===== src/rtl/ecc_fix_pkg.sv =====
package ecc_fix_pkg;
  localparam int SECTOR_BYTES = 512;
  localparam int CODE_BYTES   = 3;
  localparam int CODE_W       = CODE_BYTES * 8;
  localparam int ALIGN_W      = 28;
  localparam int PARITY_PAIRS = 12;
  localparam int BIT_IDX_W    = 3;
  localparam int BYTE_IDX_W   = $clog2(SECTOR_BYTES);
  localparam int LOC_LSB      = 16;
  localparam int CNT_W        = $clog2(ALIGN_W + 1);

  typedef enum logic [1:0] {
    ST_CLEAN      = 2'd0,
    ST_FIXABLE    = 2'd1,
    ST_CODE_FAULT = 2'd2,
    ST_UNFIXABLE  = 2'd3
  } fix_status_e;
endpackage


===== src/rtl/ecc_code_unpack.sv =====
// Moves the three code bytes into the aligned word. Byte 2 is split into two nibbles.
module ecc_code_unpack
  import ecc_fix_pkg::*;
(
  input  logic [CODE_W-1:0]  raw,
  output logic [ALIGN_W-1:0] aligned
);
  always_comb begin
    aligned        = '0;
    aligned[7:0]   = raw[7:0];
    aligned[11:8]  = raw[19:16];
    aligned[23:16] = raw[15:8];
    aligned[27:24] = raw[23:20];
  end
endmodule


===== src/rtl/ecc_popcount.sv =====
// Counts the set bits of a vector.
module ecc_popcount #(
  parameter int W     = 28,
  parameter int OUT_W = $clog2(W + 1)
) (
  input  logic [W-1:0]     vec,
  output logic [OUT_W-1:0] count
);
  always_comb begin
    count = '0;
    for (int i = 0; i < W; i++) begin
      count = count + OUT_W'(vec[i]);
    end
  end
endmodule


===== src/rtl/ecc_classify.sv =====
// Sorts the syndrome into one of the four outcomes and pulls out the location to repair.
module ecc_classify
  import ecc_fix_pkg::*;
#(
  parameter int PAIRS = PARITY_PAIRS
) (
  input  logic [ALIGN_W-1:0]    syndrome,
  input  logic [CNT_W-1:0]      weight,
  output fix_status_e           status,
  output logic [BYTE_IDX_W-1:0] byte_idx,
  output logic [BIT_IDX_W-1:0]  bit_idx
);
  localparam int LOC_W = BYTE_IDX_W + BIT_IDX_W;

  logic [LOC_W-1:0] loc;
  assign loc = syndrome[LOC_LSB +: LOC_W];

  always_comb begin
    byte_idx = '0;
    bit_idx  = '0;
    if (syndrome == '0) begin
      status = ST_CLEAN;
    end else if (weight == CNT_W'(PAIRS)) begin
      status   = ST_FIXABLE;
      bit_idx  = loc[BIT_IDX_W-1:0];
      byte_idx = loc[LOC_W-1:BIT_IDX_W];
    end else if (weight == CNT_W'(1)) begin
      status = ST_CODE_FAULT;
    end else begin
      status = ST_UNFIXABLE;
    end
  end
endmodule


===== src/rtl/ecc_syndrome_fixer.sv =====
module ecc_syndrome_fixer
  import ecc_fix_pkg::*;
#(
  parameter int CW    = CODE_W,
  parameter int BYW   = BYTE_IDX_W,
  parameter int BIW   = BIT_IDX_W,
  parameter int PAIRS = PARITY_PAIRS
) (
  input  logic           clk,
  input  logic           rst,
  input  logic           in_valid,
  input  logic [CW-1:0]  stored_code,
  input  logic [CW-1:0]  calc_code,
  output logic           out_done,
  output logic [1:0]     out_status,
  output logic [BYW-1:0] out_byte_idx,
  output logic [BIW-1:0] out_bit_idx
);
  localparam int NCODES = 2;

  logic [NCODES-1:0][CW-1:0]      raw_codes;
  logic [NCODES-1:0][ALIGN_W-1:0] al_codes;
  logic [ALIGN_W-1:0]             syndrome;
  logic [CNT_W-1:0]               weight;
  fix_status_e                    st_d, st_q;
  logic [BYW-1:0]                 byte_d, byte_q;
  logic [BIW-1:0]                 bit_d, bit_q;
  logic                           done_q;

  assign raw_codes[0] = stored_code;
  assign raw_codes[1] = calc_code;

  for (genvar g = 0; g < NCODES; g++) begin : g_unpack
    ecc_code_unpack u_unpack (
      .raw     (raw_codes[g]),
      .aligned (al_codes[g])
    );
  end

  assign syndrome = al_codes[0] ^ al_codes[1];

  ecc_popcount #(.W(ALIGN_W), .OUT_W(CNT_W)) u_pop (
    .vec   (syndrome),
    .count (weight)
  );

  ecc_classify #(.PAIRS(PAIRS)) u_cls (
    .syndrome (syndrome),
    .weight   (weight),
    .status   (st_d),
    .byte_idx (byte_d),
    .bit_idx  (bit_d)
  );

  always_ff @(posedge clk) begin
    if (rst) begin
      done_q <= 1'b0;
      st_q   <= ST_CLEAN;
      byte_q <= '0;
      bit_q  <= '0;
    end else begin
      done_q <= in_valid;
      if (in_valid) begin
        st_q   <= st_d;
        byte_q <= byte_d;
        bit_q  <= bit_d;
      end
    end
  end

  assign out_done     = done_q;
  assign out_status   = st_q;
  assign out_byte_idx = byte_q;
  assign out_bit_idx  = bit_q;
endmodule


===== config.mk =====
export PLATFORM = sky130hd
export DESIGN_NAME = ecc_syndrome_fixer
export DESIGN_NICKNAME = d
export VERILOG_FILES = /design/src/rtl/ecc_fix_pkg.sv /design/src/rtl/ecc_code_unpack.sv /design/src/rtl/ecc_popcount.sv /design/src/rtl/ecc_classify.sv /design/src/rtl/ecc_syndrome_fixer.sv
export SDC_FILE = /design/constraint.sdc
export NUM_CORES = 1
export LEC_CHECK = 0
export ABC_AREA = 1
export BUFFER_PORTS_ARGS = -buffer_cell sky130_fd_sc_hd__buf_2
export CORE_UTILIZATION = 45
export DETAILED_ROUTE_END_ITERATION = 6
export PLACE_DENSITY = 0.73
export SYNTH_ARGS = -nofsm -noshare
export SYNTH_HDL_FRONTEND = slang
export SYNTH_HIERARCHICAL = 1
export SYNTH_SLANG_ARGS = --single-unit

===== constraint.sdc =====
create_clock -name clk -period 13.54 [get_ports clk]
set_input_delay 2.031 -clock clk [delete_from_list [all_inputs] [get_ports clk]]
set_output_delay 2.031 -clock clk [all_outputs]
set_load 0.03 [all_outputs]

==> reports/metrics.csv <==
metric,value,unit
clock_sinks,15,
routed_wl,3550,um
syn_area,2310,sq um
cp.required,13.72,ns
clockBufferDepth,2,
routedWlPerCell,8.64,um
die_area,5420,sq um
gp_routability_congestion,0.825,
crit_fanout,12,
via_per_inst,3.96,
yosys_register_bits,15,
clk_latency,0.24,ns
drt_iter0_markers,37,
dp_hpwl,3200,um
yosys_warnings,6,
cp_data_arrival_time,7.18,ns
cts_htree_levels,1,
drive_above_1_share,23.5,%
n_fill_cell,523,
start_util,47.9,%
cts_tree,yes,
via_count,1629,
seq_area,300,sq um
antenna_left,0,
crit_path_end_kind,register,
core,4820,sq um
multi_input_area,1280,sq um
finalSetupViolCount,0,
n_antenna_cell,0,
fmax,0.143,GHz
layout.nets,424,
portBuffers,65,
die_x,73.6,um
layout_min_cycle_time,7.00,ns
status,"complete, no violations",
drc_errors,0,
rsz0062_at_grt,false,
row_count,25,
path_clk_slew,0.06,ns
ctsRootBufferMaster,clkbuf_8,
fin_util,48.3,%
slew_viol_final,0,
cts_resized,0,
die_h,73.6,um
grt_max_degree,30,
firstDrtPassIters,4,
track_usage,14.6,%
fin_crit_sh,51.7,%
synth_cell_types,20,
hold_class,reg2reg,
hold_viol,0,
setup_tns,0,ns
area_growth,0.650,%
worst-setup-path-type,in2reg,
cap_violations,0,
grt_pass1_vias,1584,
crit_path_start_kind,primary input,
antenna_found_initial,0,
cts_hold_buf,0,
syn_inst,330,
postCtsSetupBuffers,0,
syn-mean-instance-area,7.00,sq um
grt_pass1_wl,6220,um
ys_seq_area_share,13.0,%
io_pins,66,
fin_skew,0,ns
cts_buffers,3,
overflow,0,
[worst paths after layout]
check	startpoint	to	cells after the start	slack (ns)
setup / recovery	calc_code[15]	out_bit_idx[2]$_SDFFE_PP0P_	21	6.54
hold / removal	out_status[1]$_SDFFE_PP0P_	out_status[1]$_SDFFE_PP0P_	2	0.47
setup reg to reg	out_bit_idx[2]$_SDFFE_PP0P_	out_bit_idx[2]$_SDFFE_PP0P_	2	12.98
hold reg to reg	out_status[1]$_SDFFE_PP0P_	out_status[1]$_SDFFE_PP0P_	2	0.47
[cells in the final DEF, fill, tap and decap left out, drive strengths merged]
master / n
a21oi: 1
buf: 65
clkbuf: 3
clkinv: 1
conb: 8
dfxtp: 15
fa: 20
ha: 8
inv: 78
nand2: 46
nand3: 6
nand4: 1
nor2: 60
nor3: 1
nor4: 1
or2: 1
xor2: 29
[cells by family (layout without fill, tap and decap cells)]
kind of cell             after synthesis  in the layout  share of synthesized area, %
flip-flops                            15             15                          13.0
XOR/XNOR                              29             29                          11.0
buffers and inverters                139            147                          32.7
AO/OA/AOI/OAI                          1              1                         0.216
adder cells (fa/ha/maj)               28             28                          21.7
other                                  2              8                         0.325
AND/OR/NAND/NOR                      116            116                          21.1
[stage by stage]
stage	cell area, sq um	instances	hold slack [ns]	setup slack (ns)
floorplan	2330	336	0.593	6.63
global placement	2280	407	0.454	6.34
detailed placement	2280	407	0.459	6.27
CTS	2320	411	0.469	6.51
global route	2320	411	0.489	6.19
finish	2320	411	0.466	6.54
[per-layer routing]
| layer | track usage (%) | share of wire (%) |
|---|---|---|
| met1 | 16.3 | 44 |
| met2 | 29.2 | 51 |
| met3 | 1.51 | 4.1 |
| met4 | 3.63 | 0.59 |
| met5 | 0 | 0 |
[worst max-delay path, stage by stage]
cell	delay [ns]
buf_2	0.10
xor2_1	0.29
inv_1	0.11
fa_1	0.56
fa_1	0.44
fa_1	0.46
fa_1	0.51
fa_1	0.45
fa_1	0.49
inv_1	0.04
ha_1	0.21
fa_1	0.42
xor2_1	0.21
nand2_1	0.10
nor3_2	0.22
inv_2	0.17
nor2_1	0.13
inv_1	0.04
nand2_1	0.05
nand2_1	0.05
nor2_1	0.10
[cells in the mapped netlist, drive strengths merged]
cell   count  area [sq um]
or2        1          6.26
conb       2          7.51
dfxtp     15           300
xor2      29           254
inv       78           293
nand2     46           173
nand4      1          6.26
buf       61           463
a21oi      1          5.00
fa        20           400
nor3       1          10.0
nor4       1          6.26
ha         8           100
nor2      60           255
nand3      6          30.0
[flip-flops by register name, indices dropped and copies added, names as in the netlist]
signal / cells
out_byte_idx: 9
out_done: 1
out_status: 2
out_bit_idx: 3
[final cells by class]
| class | count | area share (%) |
|---|---|---|
| multi-input cells | 182 | 54.9 |
| repair buffers | 65 | 14.0 |
| flip-flops and latches | 15 | 12.9 |
| inverters | 78 | 12.6 |
| well taps | 67 | 3.61 |
| clock buffers | 3 | 1.78 |
| clock inverters | 1 | 0.215 |
Power is not shown: default switching activity piles up to over one toggle a cycle in this logic, so the estimate is an artifact.
